===== src/rtl/rl_cell.sv =====
module rl_cell #(
  parameter int LUT_IN = 3
) (
  input  logic clk,
  input  logic rst,
  input  logic clk_en,
  input  logic cfg_en,
  input  logic cfg_in,
  output logic cfg_out,
  input  logic dg_a0,
  input  logic dg_a1,
  input  logic vt_in,
  input  logic dg_c0,
  input  logic dg_c1,
  output logic out_a,
  output logic out_b,
  output logic out_c
);
  localparam int LUT_W = 1 << LUT_IN;
  localparam int CFG_W = LUT_W + 1 + 2 + 6;

  logic [CFG_W-1:0] cfg_q;
  logic [LUT_W-1:0] lut;
  logic             store_mode, dsel_a, dsel_c;
  logic [1:0]       osel_a, osel_b, osel_c;
  logic             op_a, op_b, op_c, fn_val, store_q, res;

  always_ff @(posedge clk) begin
    if (rst)         cfg_q <= '0;
    else if (cfg_en) cfg_q <= {cfg_q[CFG_W-2:0], cfg_in};
  end

  assign cfg_out = cfg_q[CFG_W-1];

  genvar k;
  generate
    for (k = 0; k < LUT_W; k++) begin : g_lut
      assign lut[k] = cfg_q[CFG_W-1-k];
    end
  endgenerate

  assign store_mode = cfg_q[8];
  assign dsel_a     = cfg_q[7];
  assign dsel_c     = cfg_q[6];
  assign osel_a     = cfg_q[5:4];
  assign osel_b     = cfg_q[3:2];
  assign osel_c     = cfg_q[1:0];

  assign op_a   = dsel_a ? dg_a1 : dg_a0;
  assign op_b   = vt_in;
  assign op_c   = dsel_c ? dg_c1 : dg_c0;
  assign fn_val = lut[{op_c, op_b, op_a}];

  always_ff @(posedge clk) begin
    if (rst)                   store_q <= 1'b0;
    else if (clk_en && !cfg_en) store_q <= fn_val;
  end

  assign res = store_mode ? store_q : fn_val;

  function automatic logic pick(input logic [1:0] code, input logic f,
                                input logic a, input logic b, input logic c);
    case (code)
      2'b00:   pick = f;
      2'b01:   pick = a;
      2'b10:   pick = b;
      default: pick = c;
    endcase
  endfunction

  assign out_a = !cfg_en && pick(osel_a, res, op_a, op_b, op_c);
  assign out_b = !cfg_en && pick(osel_b, res, op_a, op_b, op_c);
  assign out_c = !cfg_en && pick(osel_c, res, op_a, op_b, op_c);


  store_hold_chk: assert property (@(posedge clk) disable iff (rst)
    (!rst && (!clk_en || cfg_en)) |=> $stable(store_q));


  store_capture_chk: assert property (@(posedge clk) disable iff (rst)
    (!rst && clk_en && !cfg_en) |=> (store_q == $past(fn_val)));


  cfg_frozen_chk: assert property (@(posedge clk) disable iff (rst)
    (!rst && !cfg_en) |=> $stable(cfg_q));


  cfg_quiet_chk: assert property (@(posedge clk) disable iff (rst)
    cfg_en |-> ({out_a, out_b, out_c} == 3'b000));


  reset_clear_chk: assert property (@(posedge clk)
    rst |=> (!store_q && cfg_q == '0));
endmodule


===== config.mk =====
export PLATFORM = sky130hd
export DESIGN_NAME = rl_cell
export DESIGN_NICKNAME = d
export VERILOG_FILES = /design/src/rtl/rl_cell.sv
export SDC_FILE = /design/constraint.sdc
export NUM_CORES = 1
export LEC_CHECK = 0
export BUFFER_PORTS_ARGS = -buffer_cell sky130_fd_sc_hd__buf_2
export CAP_MARGIN = 20
export CORE_MARGIN = 3
export CORE_UTILIZATION = 40
export CTS_BUF_LIST = sky130_fd_sc_hd__clkbuf_8
export DETAILED_ROUTE_END_ITERATION = 7
export PLACE_DENSITY = 0.67
export RECOVER_POWER = 25
export SYNTH_ARGS = -nofsm -noshare
export SYNTH_HDL_FRONTEND = slang
export SYNTH_SLANG_ARGS = --single-unit

===== constraint.sdc =====
create_clock -name clk -period 3.1 [get_ports clk]
set_clock_uncertainty 0.05 [all_clocks]
set_input_delay 0.62 -clock clk [delete_from_list [all_inputs] [get_ports clk]]
set_output_delay 0.62 -clock clk [all_outputs]
set_load 0.01 [all_outputs]

* Yosys cells after proc, flatten, opt, wreduce, memory -nomap -nowiden *
Index checks and enable logic that the tools add are counted.

storage, ports and cells
  output and inout bits = 4
  bits of input ports = 10
  logic and storage cells = 25
  flip-flop bits (word level) = 18

cells by class
  reductions and logical operators = 8
  mux-type cells = 8
  equality and inequality tests = 6
  $lt $le $gt $ge = 1

operators with widths
  operator            count
  $pmux 1 s3          3
  $eq 2x1->1 const B  3
  $eq 2x2->1 const B  3
  $logic_not 2->1     3
  $logic_and 1x1->1   4
  $lt 3x4->1 const B  1
  $mux 1              4
  $bmux 1 s3          1
  $logic_not 1->1     1

* Logic depth before layout (Yosys ltp) *
Gate-level depths: netlist (run 1).

  word-level depth = 6
  mapped depth = 4
  depth with buffers taken out = 4

* Worst setup path before layout (run 1) *
No wires, ideal clock.

  path type = input -> output
  start = in dg_c1
  end = out out_a
  arrival time = 1842 ps
  setup slack = 588 ps
  data required time = 2430 ps
  cell stages on the path = 4
  cell sequence = mux2i_1 > mux4_1 > mux2i_2 > o22ai_1

between the ends
  longest elaborated chain between the ends = 6

ends and longest elaborated chain
  what                          RTL line  text
  from (decl)                   14        input logic dg_c1,
  $mux 1 (*)                    51        assign op_c = dsel_c ? dg_c1 : dg_c0;
  $bmux 1 s3                    52        assign fn_val = lut[{op_c, op_b, op_a}];
  $mux 1 (not written as such)  52
  $mux 1                        59        assign res = store_mode ? store_q : fn_val;
  $pmux 1 s3 (*)                63        case (code)
  $logic_and 1x1->1 (*)         71        assign out_a = !cfg_en && pick(osel_a, res, op_a, op_b, op_c);
  to (decl)                     15        output logic out_a,

Every way passes the cells marked *; elsewhere a longest branch is shown, timed or not. The select of a mux whose other input is x is not followed.

* Worst setup path in the final report (run 1) *
  start = in dg_a1
  end = out out_a

between the ends
  longest elaborated chain between the ends = 6

ends and longest elaborated chain
  what                          RTL line  text
  from (decl)                   11        input logic dg_a1,
  $mux 1 (*)                    49        assign op_a = dsel_a ? dg_a1 : dg_a0;
  $bmux 1 s3                    52
  $mux 1 (not written as such)  52
  $mux 1                        59
  $pmux 1 s3 (*)                63
  $logic_and 1x1->1 (*)         71

Marks and branches as above.

==> results.md, run 1 <==
| Metric | Reported |
| --- | --- |
| Result of the run | finished, final reports clean |
| Post-synthesis sequential area ratio | 42.8% |
| Maximum level of the CTS H-tree | 1 |
| # clock sinks | 18 |
| Library cells used by synthesis | 14 |
| Crit share post-route | 93.7% |
| Row count | 15 |
| Die area | 2690 um^2 |
| Library cell with the largest summed area after synthesis | sky130_fd_sc_hd__dfxtp_1 |
| Most repeated cell in the gate-level netlist after synthesis | sky130_fd_sc_hd__mux2i_1 |
| Setup repair after global routing missed its margin | no |
| Critical path's top delay family | multiplexers |
| Synthesized area | 842 um^2 |
| Peak ir drop on the vdd network | 279 uV |
| Post-layout min period | 2.90 ns |
| Share of total power consumed by net switching | 19.9% |
| Type of the worst setup path | input pin to output pin |
| Total track usage | 12.7% |
| Most used standard cells in the synthesized netlist | 19 x sky130_fd_sc_hd__mux2i_1, 18 x sky130_fd_sc_hd__dfxtp_1, 18 x sky130_fd_sc_hd__nor2_1 |
| Met2 wire length | 731 um |
| Critical path buffer and inverter count | 2 |
| Number of antenna violations at the first check in global routing | 0 |
| Area share of and/or/nand/nor cells after synthesis | 11.9% |
| Data arrival time of the critical path | 2.23 ns |
| Initial standard-cell utilization of the core | 45.3% |
| Number of flip-flops and latches in the synthesized netlist | 18 |
| Flip-flop cell with the highest count after synthesis | sky130_fd_sc_hd__dfxtp_1 |
| Cells after synthesis | 75 |
| Antenna viol nets, final | 0 |
| Via count of the first global-routing pass | 579 |
| Num CTS Buffers | 3 |
| Slew at the pin closest to its max-slew limit | 1.38 ns |
| Part of the total power dissipated in the clock network | 40.5% |
| Syn_area_per_cell | 11.2 um^2 |
| Wire length the detailed router placed on met1 | 708 um |
| Maximum clock path buffer count | 2 |
| Share of cell area taken by muxes after synthesis | 39.8% |
| Number of warning messages in the yosys log | 0 |
| Leakage power figure | 0.427 nW |
| Required time at the worst-slack endpoint | 2.43 ns |
| Area delta synth->final | 16.8% |
| Crit. End Element | output pin |
| Clk Latency, worst-skew pair | 0.25 ns |
| Cell type with the highest occurrence count on the critical path | sky130_fd_sc_hd__buf_2 |
| Clock-pin transition on the worst setup and hold timing paths | 0.06 ns |
| Vertical extent of the die | 51.9 um |
| Number of iterations in the first detailed-routing pass | 2 |
| Global-route wire length before repair | 2.53 mm |
| Critical-path cell with the highest stage delay | sky130_fd_sc_hd__mux4_1 |
| Number of top-level pins | 14 |
| Biggest area contributors in the synthesized netlist | sky130_fd_sc_hd__dfxtp_1 43%, sky130_fd_sc_hd__mux2i_1 23%, sky130_fd_sc_hd__mux4_1 16% |
| Top sig layer | met3 |
| DPL Wire Length | 1.11 mm |
| Width of the die | 51.9 um |
| FFs w/ async S/R, synth | 0% |
| Met3 Wirelength | 61 um |
| Largest net degree at the start of global routing | 25 |
| Combinational fraction of design power | 7.6% |
| Xor-xnor portion of the synthesized cell area | 0% |
| Number of buffers added on ports | 13 |
| Net count after synthesis | 85 |
| Area inside the core boundary | 1860 um^2 |
| Count of pins over their slew limit | 0 |
| Number of diodes added for antenna fixing | 0 |
| Compound-gate portion of the synthesized area | 3.12% |
| Share of post-route cells with drive strength above 1 | 20.2% |
| Area fraction of the dominant cell type after synthesis | 42.8% |
| Clock root buffer | sky130_fd_sc_hd__clkbuf_8 |
| Min-Delay Path Class | flop to flop |
| Highest clock frequency the design can meet | 344 MHz |
| Vias | 596 |
| Normalized max-slew margin | 8.20% |
| Largest family of logic cells by synthesized area | multiplexers |
| Final estimated routing congestion in global placement | 0.738 |
| Congestion Overflow GR | 0 |
| Net switching power | 0.0000901 W |
| Fill cells | 173 |
| Ratio of routed vias to standard cells | 5.23 |
| Final Setup Violations | 0 |
| Fraction of power consumed by sequential logic | 52.0% |
| Final layout net count | 100 |
| Worst-path maximum fanout | 5 |
| # DRC | 0 |
| Max_cap viols | 0 |
| Post-synth EDFFs | 0 |
| Total setup buffers inserted after CTS | 0 |
| Layout Utilization | 52.9% |
| Post-CTS Hold Fix Bufs | 0 |
| TritonCTS clock tree | done |
| Endpoints failing hold | 0 |
| Longest individual stage delay on the worst path | 0.62 ns |
| 1st-iter DRT viols | 4 |
| Final TNS setup | 0 ns |
| Adder-cell share of the synthesized area | 0% |
| Internal power contribution | 0.000364 W |
| Type of origin of the critical path | input pin |
| Post-detailed-route wirelength per cell | 13.2 um |
| Wirelength, routed | 1.50 mm |
| Cells along the critical path | buf_2, mux2i_1, mux4_1, mux2i_2, o22ai_1, buf_2 |
| Pwr per Cell Area | 461 nW/um^2 |
| # resized after CTS | 0 |
## path summary, 6_finish.rpt
kind	start	endpoint	slack, ns	depth (start not counted)
worst max-delay path	dg_a1	out_a	0.20	6
worst min-delay path	store_q	store_q	0.46	2
worst max register to register	cfg_q[7]	store_q	1.19	4
worst min register to register	store_q	store_q	0.46	2
## state kept, by name (all words and copies together), names as in the netlist
register,cells
cfg_q,17
store_q,1
## worst min-delay path: stages, from the launching register on
cell and delay, ns:
sky130_fd_sc_hd__dfxtp_1 0.32, sky130_fd_sc_hd__nor2_1 0.10, sky130_fd_sc_hd__a211oi_1 0.05
## cell families after synthesis
group | after synthesis
DFF | 18
buffers and inverters | 5
AOI/OAI and AO/OA | 4
muxes | 25
and+or+nand+nor | 23
## cell usage in the layout, fill, tap and decap left out, types with 3 or more instances in the layout
| master | synthesis | layout |
|---|---|---|
| sky130_fd_sc_hd__mux2i_1 | 19 | 19 |
| sky130_fd_sc_hd__nor2_1 | 18 | 18 |
| sky130_fd_sc_hd__dfxtp_1 | 18 | 18 |
| sky130_fd_sc_hd__buf_2 | 1 | 12 |
| sky130_fd_sc_hd__mux4_1 | 5 | 5 |
| sky130_fd_sc_hd__clkbuf_8 | 0 | 4 |
| sky130_fd_sc_hd__or4_1 | 3 | 3 |
| sky130_fd_sc_hd__o22ai_1 | 3 | 3 |
## metal layers
layer,track usage (%),vias up
met5,0,-
li1,-,302
met2,20.9,10
met4,2.62,0
met1,15.4,284
met3,5.16,0
## power by group through the flow
stage	combinational, W	clock (W)	sequential [W]
2_1_floorplan	0.0000242	0	0.000240
3_3_place_gp	0.0000332	0	0.000241
3_5_place_dp	0.0000341	0	0.000241
4_1_cts	0.0000341	0.000194	0.000236
5_1_grt	0.0000375	0.000201	0.000236
6_report	0.0000343	0.000184	0.000236
## final cells by class
class	count	area, um^2	area share, %
Clock buffer	4	55.1	5.60
Timing Repair Buffer	14	71.3	7.25
Multi-Input combinational cell	52	462	46.9
Tap cell	25	31.3	3.18
Sequential cell	18	360	36.6
Inverter	1	3.75	0.382
## per-stage QoR
step	instances	worst slack (ns)	hold slack (ns)	power, W	area (um^2)
after global routing	114	0.100	0.510	0.000474	983
final	114	0.196	0.462	0.000454	983
after CTS	114	0.210	0.465	0.000463	985
after global placement	110	0.280	0.456	0.000274	930
after detailed placement	110	0.209	0.455	0.000275	930
after floorplan	75	0.588	0.424	0.000264	842
(Power assumes the default switching activity.)
==> run 2: changes to the inputs <==
--- a/config.mk
+++ b/config.mk
@@ -7,7 +7,6 @@
 export LEC_CHECK = 0
 export BUFFER_PORTS_ARGS = -buffer_cell sky130_fd_sc_hd__buf_2
 export CAP_MARGIN = 20
-export CORE_MARGIN = 3
 export CORE_UTILIZATION = 40
 export CTS_BUF_LIST = sky130_fd_sc_hd__clkbuf_8
 export DETAILED_ROUTE_END_ITERATION = 7
==> run 2 against run 1 <==
- via count rose by 0.50%
- non-clock buffer count did not move
- largest cell class unchanged
- critical path type unchanged
- design area grew 0.25%
- clock power up 4%
- highest routed layer is now met4
- die area down 15%
- combinational power is essentially flat
- count of clock-buffer cells in the layout unchanged
==> results.md, run 2 (synthesized netlist as in run 1, its figures left out) <==
| Metric | Reported | Delta |
| --- | --- | --- |
| Crit share post-route | 94.4% | +0.72 points |
| Critical path buffer and inverter count | 2 | unchanged |
| Number of iterations in the first detailed-routing pass | 2 | unchanged |
| Global-route wire length before repair | 2.46 mm | -2.5% |
| Num CTS Buffers | 3 | unchanged |
| Total setup buffers inserted after CTS | 0 | unchanged |
| Cells along the critical path | buf_2, mux2i_1, mux4_1, mux2i_2, o22ai_1, buf_2 |  |
| Endpoints failing hold | 0 | unchanged |
| Data arrival time of the critical path | 2.26 ns | +0.03 ns |
| Maximum level of the CTS H-tree | 1 | unchanged |
| Max_cap viols | 0 | unchanged |
| Share of post-route cells with drive strength above 1 | 20.2% | unchanged |
| Post-layout min period | 2.93 ns | +0.0225 ns |
| Commonest non-fill, non-tap cell in the layout | sky130_fd_sc_hd__mux2i_1 |  |
| Slew at the pin closest to its max-slew limit | 1.37 ns | -0.00258 ns |
| Final Setup Violations | 0 | unchanged |
| Flip-flop count of the largest register after layout | 17 | unchanged |
| Final TNS setup | 0 ns | unchanged |
| DPL Wire Length | 1.07 mm | -3.7% |
| Clk Latency, worst-skew pair | 0.25 ns | about the same |
| Largest net degree at the start of global routing | 25 | unchanged |
| Worst-case reg-to-reg path depth | 4 | unchanged |
| 1st-iter DRT viols | 1 | -3 |
| Top register by number of flip-flops | cfg_q |  |
| Initial standard-cell utilization of the core | 42.9% | -2.4 points |
| Vias | 599 | +0.50% |
| Row count | 16 | +1 |
| Number of buffers added on ports | 13 | unchanged |
| Wirelength, routed | 1.48 mm | -1.7% |
| Critical-path cell with the highest stage delay | sky130_fd_sc_hd__mux4_1 |  |
| Final hold slack | 0.461 ns | -0.00160 ns |
| Total track usage | 15.5% | +2.8 points |
| Count of pins over their slew limit | 0 | unchanged |
| Longest individual stage delay on the worst path | 0.62 ns | about the same |
| Cell type with the highest occurrence count on the critical path | sky130_fd_sc_hd__buf_2 |  |
| Maximum clock path buffer count | 2 | unchanged |
| Critical path's top delay family | multiplexers |  |
| Hold path depth | 2 | unchanged |
| Hold EP | store_q |  |
| Clock-pin transition on the worst setup and hold timing paths | 0.07 ns | about the same |
| Setup slack of the worst register-to-register path | 1.17 ns | -0.02 ns |
| Pwr per Cell Area | 468 nW/um^2 | +1.5% |
| Clock root buffer | sky130_fd_sc_hd__clkbuf_8 |  |
| Overall Power | 0.000462 W | +1.8% |
| Leakage power figure | 0.427 nW | unchanged |
| Number of diodes added for antenna fixing | 0 | unchanged |
| Fill cells | 195 | +13% |
| Congestion Overflow GR | 0 | unchanged |
| Top library cells by usage in the layout, fill and taps aside | 19 x sky130_fd_sc_hd__mux2i_1, 18 x sky130_fd_sc_hd__nor2_1, 18 x sky130_fd_sc_hd__dfxtp_1, 12 x sky130_fd_sc_hd__buf_2, 5 x sky130_fd_sc_hd__mux4_1 |  |
| Terminus of the critical flop-to-flop path | store_q |  |
| Die area | 2290 um^2 | -15% |
| Worst-path maximum fanout | 5 | unchanged |
| Result of the run | finished, final reports clean |  |
| Post-detailed-route wirelength per cell | 12.7 um | -3.4% |
| Via count of the first global-routing pass | 540 | -6.7% |
| # resized after CTS | 0 | unchanged |
| Type of origin of the critical path | input pin |  |
| Vertical extent of the die | 47.9 um | -7.7% |
| Crit. End Element | output pin |  |
| Number of antenna violations at the first check in global routing | 0 | unchanged |
| Final layout net count | 100 | unchanged |
| Final estimated routing congestion in global placement | 0.767 | +3.9% |
| Hold path startpoint | store_q |  |
| TritonCTS clock tree | done |  |
| Peak ir drop on the vdd network | 244 uV | -12% |
| Ratio of routed vias to standard cells | 5.16 | -1.2% |
| Worst flop-to-flop path startpoint | cfg_q[7] |  |
| Normalized max-slew margin | 8.37% | +0.17 points |
| Type of the worst setup path | input pin to output pin |  |
| # clock sinks | 18 | unchanged |
| Setup repair after global routing missed its margin | no |  |
| Number of top-level pins | 14 | unchanged |
| Highest clock frequency the design can meet | 342 MHz | -0.77% |
| Layout Utilization | 50.3% | -2.7 points |
| Antenna viol nets, final | 0 | unchanged |
| Area delta synth->final | 17.1% |  |
| Regs by FF count | cfg_q: 17 flops, store_q: 1 flops |  |
| Width of the die | 47.9 um | -7.7% |
| Area inside the core boundary | 1960 um^2 | +5.6% |
| Post-CTS Hold Fix Bufs | 0 | unchanged |
| # DRC | 0 | unchanged |
| Required time at the worst-slack endpoint | 2.43 ns | about the same |
| Min-Delay Path Class | flop to flop |  |
-- run 2: cell counts in the layout (fill, tap and decap cells not counted) --
Identical to the previous run, type by type.
-- run 2: worst reg2reg max path: stages, from the launching register on --
cell and delay (ns):
sky130_fd_sc_hd__dfxtp_1 0.36, sky130_fd_sc_hd__mux2i_1 0.39, sky130_fd_sc_hd__mux4_1 0.63, sky130_fd_sc_hd__mux2i_2 0.27
sky130_fd_sc_hd__a211oi_1 0.11
-- run 2: how the worst max path moves through the flow --
stage | cells past startpoint | slack (ns) | end | startpoint
2_1_floorplan | 4 | 0.59 | out_a | dg_c1
3_3_place_gp | 6 | 0.28 | out_a | dg_a1
3_5_place_dp | 6 | 0.20 | out_a | dg_a1
4_1_cts | 6 | 0.20 | out_a | dg_a1
5_1_grt | 6 | 0.07 | out_a | dg_a1
6_report | 6 | 0.17 | out_c | dg_a1
-- run 2: cell type report --
type                    instances  area (um^2)  area share, %
clock buffers                   4         55.1           5.58
inverters                       1         3.75          0.381
multi-input cells              52          462           46.8
flip-flops and latches         18          360           36.5
well taps                      27         33.8           3.43
repair buffers                 14         71.3           7.23
-- run 2: per-layer routing --
metal  GRT usage (%)  share of wire, %
met5               0                 0
met4            5.00               1.1
met3            3.40               2.9
met2            23.0                45
met1            22.3                51
-- run 2: where the power goes --
part	internal [W]	total (W)	switching, W
registers	0.000233	0.000236	0.00000217
logic	0.0000174	0.0000342	0.0000168
clock network	0.000113	0.000192	0.0000792
-- run 2: per-stage QoR --
step           setup slack [ns]  std cells  area (um^2)
6_report                  0.174        116          986
5_1_grt                  0.0747        116          986
4_1_cts                   0.197        116          987
3_5_place_dp              0.197        112          932
3_3_place_gp              0.281        112          932
2_1_floorplan             0.588         75          842
